<file path="src/rtl/cs_short_pkg.sv">
package cs_short_pkg;

    localparam int LINE_W      = 10;
    localparam int SENSE_W     = 8;
    localparam int THR_W       = 8;

    // line-voltage end points (V DC) and threshold end points (mV)
    localparam int LINE_LO_V   = 122;
    localparam int LINE_HI_V   = 366;
    localparam int THR_LO_MV   = 50;
    localparam int THR_HI_MV   = 100;

    // switching frame in clock cycles at 100 MHz
    localparam int SW_PERIOD_CYC = 1538;
    localparam int DMAX_PCT      = 85;
    localparam int MAX_ON_CYC    = SW_PERIOD_CYC * DMAX_PCT / 100;

    typedef struct packed {
        logic strobe;
        logic blank;
    } on_info_t;

    typedef enum logic [0:0] {
        ARM_READY = 1'b0,
        ARM_SPENT = 1'b1
    } arm_state_t;

    function automatic logic [THR_W-1:0] thr_from_line(input logic [LINE_W-1:0] code);
        int vi;
        int num;
        vi = int'(code);
        if (vi <= LINE_LO_V) return THR_W'(THR_LO_MV);
        if (vi >= LINE_HI_V) return THR_W'(THR_HI_MV);
        num = (vi - LINE_LO_V) * (THR_HI_MV - THR_LO_MV);
        return THR_W'(THR_LO_MV + num / (LINE_HI_V - LINE_LO_V));
    endfunction

endpackage

</file>
<file path="src/rtl/cs_on_timer.sv">
module cs_on_timer
    import cs_short_pkg::*;
#(
    parameter int LEB_CYC    = 28,
    parameter int SAMPLE_CYC = 455
) (
    input  logic     clk,
    input  logic     rst,
    input  logic     gate_in,
    output on_info_t info
);
    localparam int CNT_MAX = SAMPLE_CYC + 1;
    localparam int CW      = $clog2(CNT_MAX + 1);

    generate
        if (LEB_CYC >= SAMPLE_CYC) begin : g_bad_leb
            $error("blanking must end before the sample point");
        end
        if (SAMPLE_CYC >= MAX_ON_CYC) begin : g_bad_sample
            $error("sample point must lie inside the maximum on-time");
        end
    endgenerate

    logic [CW-1:0] on_cnt_q;

    always_ff @(posedge clk) begin
        if (rst) begin
            on_cnt_q <= '0;
        end else if (!gate_in) begin
            on_cnt_q <= '0;
        end else if (on_cnt_q != CW'(CNT_MAX)) begin
            on_cnt_q <= on_cnt_q + 1'b1;
        end
    end

    always_comb begin
        info.blank  = gate_in && (on_cnt_q < CW'(LEB_CYC));
        info.strobe = gate_in && (on_cnt_q == CW'(SAMPLE_CYC));
    end

endmodule

</file>
<file path="src/rtl/cs_thresh_gen.sv">
module cs_thresh_gen
    import cs_short_pkg::*;
(
    input  logic              clk,
    input  logic              rst,
    input  logic [LINE_W-1:0] line_code,
    output logic [THR_W-1:0]  thr_mv
);
    always_ff @(posedge clk) begin
        if (rst) thr_mv <= THR_W'(THR_LO_MV);
        else     thr_mv <= thr_from_line(line_code);
    end
endmodule

</file>
<file path="src/rtl/cs_fault_seq.sv">
module cs_fault_seq
    import cs_short_pkg::*;
#(
    parameter int FAULT_CNT = 11
) (
    input  logic clk,
    input  logic rst,
    input  logic strobe,
    input  logic low,
    input  logic clr,
    output logic pulse
);
    localparam int CW = $clog2(FAULT_CNT + 1);

    logic [CW-1:0] run_q;
    arm_state_t    arm_q;

    always_ff @(posedge clk) begin
        if (rst) begin
            run_q <= '0;
            arm_q <= ARM_READY;
            pulse <= 1'b0;
        end else begin
            pulse <= 1'b0;
            if (clr) begin
                run_q <= '0;
                arm_q <= ARM_READY;
            end else if (strobe) begin
                if (low) begin
                    if (run_q != CW'(FAULT_CNT)) run_q <= run_q + 1'b1;
                    if (run_q == CW'(FAULT_CNT - 1) && arm_q == ARM_READY) begin
                        pulse <= 1'b1;
                        arm_q <= ARM_SPENT;
                    end
                end else begin
                    run_q <= '0;
                end
            end
        end
    end
endmodule

</file>
<file path="src/rtl/cs_short_det.sv">
module cs_short_det
    import cs_short_pkg::*;
#(
    parameter int LEB_CYC    = 28,
    parameter int SAMPLE_CYC = 455,
    parameter int FAULT_CNT  = 11
) (
    input  logic               clk,
    input  logic               rst,
    input  logic               gate_in,
    input  logic [SENSE_W-1:0] sense_mv,
    input  logic [LINE_W-1:0]  line_code,
    input  logic               ilim_raw,
    input  logic               clr_req,
    output logic               fault_req,
    output logic               leb_blank,
    output logic               ilim_trip,
    output logic [THR_W-1:0]   thresh_mv
);
    on_info_t info;
    logic     sample_low;

    cs_on_timer #(.LEB_CYC(LEB_CYC), .SAMPLE_CYC(SAMPLE_CYC)) u_timer (
        .clk(clk), .rst(rst), .gate_in(gate_in), .info(info)
    );

    cs_thresh_gen u_thr (
        .clk(clk), .rst(rst), .line_code(line_code), .thr_mv(thresh_mv)
    );

    assign sample_low = (sense_mv < thresh_mv);

    cs_fault_seq #(.FAULT_CNT(FAULT_CNT)) u_seq (
        .clk(clk), .rst(rst), .strobe(info.strobe), .low(sample_low),
        .clr(clr_req), .pulse(fault_req)
    );

    assign leb_blank = info.blank;
    assign ilim_trip = ilim_raw & gate_in & ~info.blank;

endmodule

</file>
<file path="config.mk">
export PLATFORM = sky130hd
export DESIGN_NAME = cs_short_det
export DESIGN_NICKNAME = d
export VERILOG_FILES = /design/src/rtl/cs_short_pkg.sv /design/src/rtl/cs_on_timer.sv /design/src/rtl/cs_thresh_gen.sv /design/src/rtl/cs_fault_seq.sv /design/src/rtl/cs_short_det.sv
export SDC_FILE = /design/constraint.sdc
export NUM_CORES = 1
export LEC_CHECK = 0
export ABC_CLOCK_PERIOD_IN_PS = 30000
export BUFFER_PORTS_ARGS = -buffer_cell sky130_fd_sc_hd__buf_4
export CAP_MARGIN = 20
export CORE_ASPECT_RATIO = 0.6
export CORE_UTILIZATION = 55
export CTS_CLUSTER_DIAMETER = 30
export DETAILED_ROUTE_END_ITERATION = 8
export MAX_ROUTING_LAYER = met4
export PLACE_DENSITY = 0.74
export SETUP_SLACK_MARGIN = 0.2
export SLEW_MARGIN = 0
export SYNTH_ARGS = -nofsm -noshare
export SYNTH_HDL_FRONTEND = slang
export SYNTH_SLANG_ARGS = --single-unit
</file>
<file path="constraint.sdc">
create_clock -name clk -period 30 [get_ports clk]
set_input_delay 1.5 -clock clk [delete_from_list [all_inputs] [get_ports clk]]
set_output_delay 1.5 -clock clk [all_outputs]
set_load 0.03 [all_outputs]
</file>
Word level (Yosys, flattened, before mapping)
Index checks and enable logic that the tools add are counted.
{ "word_totals": {"elab_cells": 47, "in_bits": 23, "output_inout_bits": 11, "ff_bits": 23} }
{ "op_classes": {"magnitude_cmp": 4, "n_eq_ne": 5, "n_reduce_logical": 8, "n_mul": 1, "n_bitwise": 7, "addsub": 4, "muxes": 12, "div": 1} }
{ "op_table": {"columns": ["op", "count"], "rows": [
  ["32-bit by 9-bit divider with 32-bit output, second input constant", 1],
  ["32-bit by 6-bit multiplier with 31-bit output, second input constant", 1],
  ["8-bit 2-to-1 mux", 4],
  ["10-bit by 7-bit subtractor with 11-bit output, second input constant", 1],
  ["10-bit by 9-bit greater-or-equal comparator with 1-bit output, second input constant", 1],
  ["10-bit by 7-bit less-or-equal comparator with 1-bit output, second input constant", 1],
  ["9-bit by 1-bit adder with 9-bit output, second input constant", 1],
  ["9-bit equality test, second input constant", 1],
  ["9-bit by 5-bit < comparator with 1-bit output, second input constant", 1],
  ["9-bit inequality test, second input constant", 1],
  ["7-bit by 8-bit adder with 8-bit output, first input constant", 1],
  ["8-bit < comparator", 1],
  ["4-bit 2-to-1 mux", 2],
  ["1-bit 2-to-1 mux", 6],
  ["1-bit NOT", 5],
  ["4-bit by 1-bit adder with 4-bit output, second input constant", 1],
  ["4-bit equality test, second input constant", 1],
  ["4-bit inequality test, second input constant", 1],
  ["2-bit OR reduction", 2],
  ["4-bit OR reduction", 1],
  ["1-bit logical AND", 3],
  ["3-bit AND reduction", 1],
  ["1-bit bitwise AND", 2],
  ["2-bit by 1-bit inequality test with 1-bit output, second input constant", 1],
  ["2-bit AND reduction", 1]
]} }

Depth between registers and ports, before layout
{ "depth": {"depth_word": 7, "ltp_mapped": 57, "mapped_depth_nobuf": 52} }

Cells and area by module
Synthesis repeated with hierarchy kept, for this count alone.
{ "hier_totals": {"cells_unflattened": 892, "hier_area_um2": 6578.8} }
{ "by_module_without_submodules": {"columns": ["mod", "cells_each", "area_each_um2", "n_inst", "seq_area_each_um2"], "rows": [
  ["cs_thresh_gen", 772, 5586.6, 1, 160.2],
  ["cs_on_timer", 59, 503.0, 1, 180.2],
  ["cs_fault_seq", 34, 305.3, 1, 120.1],
  ["cs_short_det", 27, 183.9, 1, 0.0]
]} }

Least setup slack after synthesis
No wires, ideal clock.
{ "synth_timing": {"path_kind": "in2reg", "from": "input line_code[1]", "to": "register u_thr.thr_mv[6]", "path_slack_ns": 16.654, "path_stages": 55, "path_buffers": 5, "arrival_time_ns": 13.232, "setup_ns": 0.115, "required_time_ns": 29.885, "path_cell_list": "inv_1 > ha_1 > nor2b_1 > nand2_1 > xnor2_1 > ha_1 > inv_1 > fa_1 > inv_1 > ha_1 > ha_1 > a21oi_1 > o21ai_2 > xor2_2 > or4_1 > buf_4 > o21ai_4 > xnor2_2 > [19 not listed] > a31oi_1 > buf_4 > o21ai_2 > a221oi_2 > o32ai_4 > and2_1 > o32ai_1 > o221ai_1 > o211a_1 > o41a_1 > ha_1 > nand2_1 > nor3_1 > a311o_1 > a21oi_1 > nand2_1 > xnor2_1 > o21a_1"} }
{ "synth_via": {"elab_chain_cells": 6, "elab_cells_between_ends": 14, "cone_classes": "add/sub: 2; mul: 1; div: 1; order compare: 2; mux: 8"} }
{ "synth_lines": {"columns": ["element", "line", "rtl"], "rows": [
  ["from (decl)", "cs_short_det.sv:12", "input logic [LINE_W-1:0] line_code,"],
  ["10-bit by 7-bit subtractor with 11-bit output / 10-bit by 9-bit greater-or-equal comparator with 1-bit output (equally long branches)", "cs_short_pkg.sv:34, cs_short_pkg.sv:33", null],
  ["32-bit by 6-bit multiplier with 31-bit output / 1-bit 2-to-1 mux (equally long branches)", "cs_short_pkg.sv:34, cs_short_pkg.sv:33", null],
  ["32-bit by 9-bit divider with 32-bit output / 1-bit 2-to-1 mux (equally long branches)", "cs_short_pkg.sv:35, cs_short_pkg.sv:33", null],
  ["7-bit by 8-bit adder with 8-bit output / 1-bit 2-to-1 mux (equally long branches)", "cs_short_pkg.sv:35, cs_thresh_gen.sv:10", null],
  ["8-bit 2-to-1 mux", "cs_short_pkg.sv:34", "num = (vi - LINE_LO_V) * (THR_HI_MV - THR_LO_MV);"],
  ["8-bit 2-to-1 mux (*)", "cs_short_pkg.sv:33", "if (vi >= LINE_HI_V) return THR_W'(THR_HI_MV);"],
  ["to (signal assigned)", "cs_thresh_gen.sv:10", "if (rst) thr_mv <= THR_W'(THR_LO_MV);"],
  ["to (signal assigned)", "cs_thresh_gen.sv:11", "else thr_mv <= thr_from_line(line_code);"],
  ["to (decl)", "cs_thresh_gen.sv:7", "output logic [THR_W-1:0] thr_mv"]
]} }
Mark *: on every way between the ends. The rest lies on a longest branch, timed or not. The select of a mux whose other input is x is not followed.
A chain may end at the register's enable or synchronous reset.

Worst setup path in the final report
{ "layout_timing": {"from": "input line_code[1]", "to": "register u_thr.thr_mv[7]"} }
The elaborated chain is that of the path after synthesis.

==> run_results.csv <==
group,metric,value,unit
floorplanning,io_pins,34,
floorplanning,die_y,85.8,µm
sta,fmax,0.0611,GHz
route,wire_per_inst,17.6,µm
yosys,synth-edff-count,0,
critical_path,worst_ep_required_time,30.15,ns
critical_path,worst_setup_path_end_kind,"flip-flop",
final_layout,fin_nets,968,
clocking,numCtsBuffers,3,
route,drc,1,
sta,finalSetupTns,0,ns
floorplanning,fp.dieW,142,µm
critical_path,cp_top_family,"compound AO/OA/AOI/OAI gates",
route,route.vias.total,7002,
yosys,synth_seq_cells,23,
critical_path,worstSetupPathType,"input port to flip-flop",
clocking,post_cts_resized,0,
clocking,ctsHoldBuffers,0,
sta,skew,0.00270,ns
yosys,synth_area_leaders,"ha_1, xnor2_1, dfxtp_1",
final_layout,synthToLayoutAreaGrowth,6.66,%
yosys,syn-num-nets,948,
floorplanning,core.rowCount,30,
yosys,synth_top_area_share,9.91,%
global_routing,grt_start_max_net_pins,20,
global_routing,grt_pass1_vias,6059,
critical_path,crit_buf_inv,3,
global_routing,grt.total_usage,30.5,%
floorplanning,core_area,0.0113,mm²
sta,tightest_slew,0.990,ns
critical_path,crit_path_start_kind,"input port",
sta,hold_violations,0,
global_routing,grt-ovfl-total,0,
yosys,synth_area,0.00644,mm²
placement,gp_congestion,1.03,
sta,setup_viol,0,
run_status,status,"complete, but fails checks",
critical_path,critPathMaxStageDelay,0.91,ns
route,first_iter_violations,733,
floorplanning,die_area,0.0122,mm²
yosys,yosysWarnings,0,
route,viasPerCell,6.70,
final_layout,drive_gt1_share,11.2,%
clocking,clk_path_buf_depth,2,
yosys,synth-seq-area-share,7.15,%
clocking,clk_pin_slew_worst_paths,0.06,ns
critical_path,critPathArrivalTime,16.52,ns
clocking,root_buffer,"clkbuf_16",
critical_path,cpMaxStageDelayCell,"a2111oi_0",
clocking,cts_sinks,23,
yosys,synth_flop_cell,"dfxtp_1",
critical_path,cpMostUsedCell,"ha_1",
sta,maxSlewViolCount,0,
placement,numPortBuffers,33,
sta,rsz0062_at_grt,"no",
placement,hpwl,14900,µm
job,cap_violations,0,
global_routing,met2_usage,41.6,%
route,drtAntennaViolNets,0,
route,dr.pass1.iters,7,
route,wirelength,18400,µm
yosys,synth_most_common_cell,"nor2_1",
clocking,clock_tree.htree_level_count,1,
global_routing,grt_pass1_wl,29800,µm
critical_path,crit_fanout,19,
final_layout,diodes,0,
yosys,synth-async-reset-ratio,0,%
yosys,syn_inst,866,
floorplanning,initial_utilization,56.8,%
sta,slew_headroom,32.3,%
global_routing,antenna_found_initial,0,
global_routing,use_met1,46.1,%
yosys,avgSynthCellArea,7.44,µm²
run_status,violations,"DRC",
clocking,cts_setup_buffers,0,
global_routing,met3_usage,5.97,%
clocking,cts_tree,"yes",
yosys,ys_types,104,
yosys,synth_commonest_cells,"nor2_1, nand2_1, xnor2_1",
sta,fin_crit_sh,54.6,%
worst_hold_path,hp-class,"flip-flop to flip-flop",
sta,min_period,16.38,ns
yosys,synth_top_area_cell,"ha_1",
clocking,clk-insertion-delay-late,0.25,ns
global_routing,grt-busiest-layer,"met1",
-- routing by layer --
layer  routed length (µm)  part of all wire [%]
met3                 2030                    11
met5                    0                     0
met4                  157                  0.85
met2                 7300                    40
met1                 8940                    49
-- layout make-up --
| class | instances | area [µm²] |
|---|---|---|
| Multi-Input combinational cell | 771 | 5670 |
| Fill cell | 1025 | 4470 |
| Tap cell | 160 | 200 |
| Sequential cell | 23 | 460 |
| Timing Repair Buffer | 36 | 268 |
| Inverter | 51 | 191 |
| Clock buffer | 4 | 78.8 |
-- flip-flops by register name, summed over array words and instances, names as in the netlist --
| signal | count |
|---|---|
| u_seq.arm_q | 1 |
| u_seq.pulse | 1 |
| u_seq.run_q | 4 |
| u_thr.thr_mv | 8 |
| u_timer.on_cnt_q | 9 |
-- cell families (layout without fill, tap and decap cells) --
family	count (synthesis)	in the layout	synth area share, %
mux	16	16	2.56
buf+inv	72	91	4.80
fa+ha+maj	61	61	12.7
simple gates	330	330	26.8
compound gates	272	272	32.5
flops	23	23	7.15
xor+xnor	92	92	13.4
-- cell usage in the layout, fill, tap and decap left out, drive strengths merged, types with 34 or more instances in the layout --
cell type and n:
nor2 79, nand2 70, xnor2 62, o21ai 57, ha 51, inv 51, a21oi 44, nand3 38
buf 34
-- per-stage QoR --
step                      hold WS (ns)  area (µm²)  worst slack, ns  cells  utilization (%)
after CTS                        0.466        6860            13.67   1043             60.5
after global placement           0.436        6780            14.12   1039             59.8
after floorplan                  0.427        6440            16.65    866                -
after detailed placement         0.450        6780            13.44   1039             59.8
after global routing             0.489        6870            12.55   1045             60.6
final                            0.463        6870            13.62   1045             60.6
-- worst paths after layout --
kind,startpoint,cells after the start,endpoint,slack [ns]
setup / recovery,line_code[1],50,u_thr.thr_mv[7],13.62
hold / removal,u_seq.arm_q,1,u_seq.arm_q,0.46
setup reg to reg,u_thr.thr_mv[1],17,u_seq.run_q[3],27.27
hold reg to reg,u_seq.arm_q,1,u_seq.arm_q,0.46
-- worst reg2reg max path, delay by kind of cell, from the launching register on --
family          cells  cell delay (ns)
xor+xnor            1             0.15
compound gates      5             0.82
flops               1             0.36
fa+ha+maj           1             0.27
simple gates        9             0.97
buf+inv             1             0.05
Power is not shown: default switching activity piles up to over one toggle a cycle in this logic, so the estimate is an artifact.
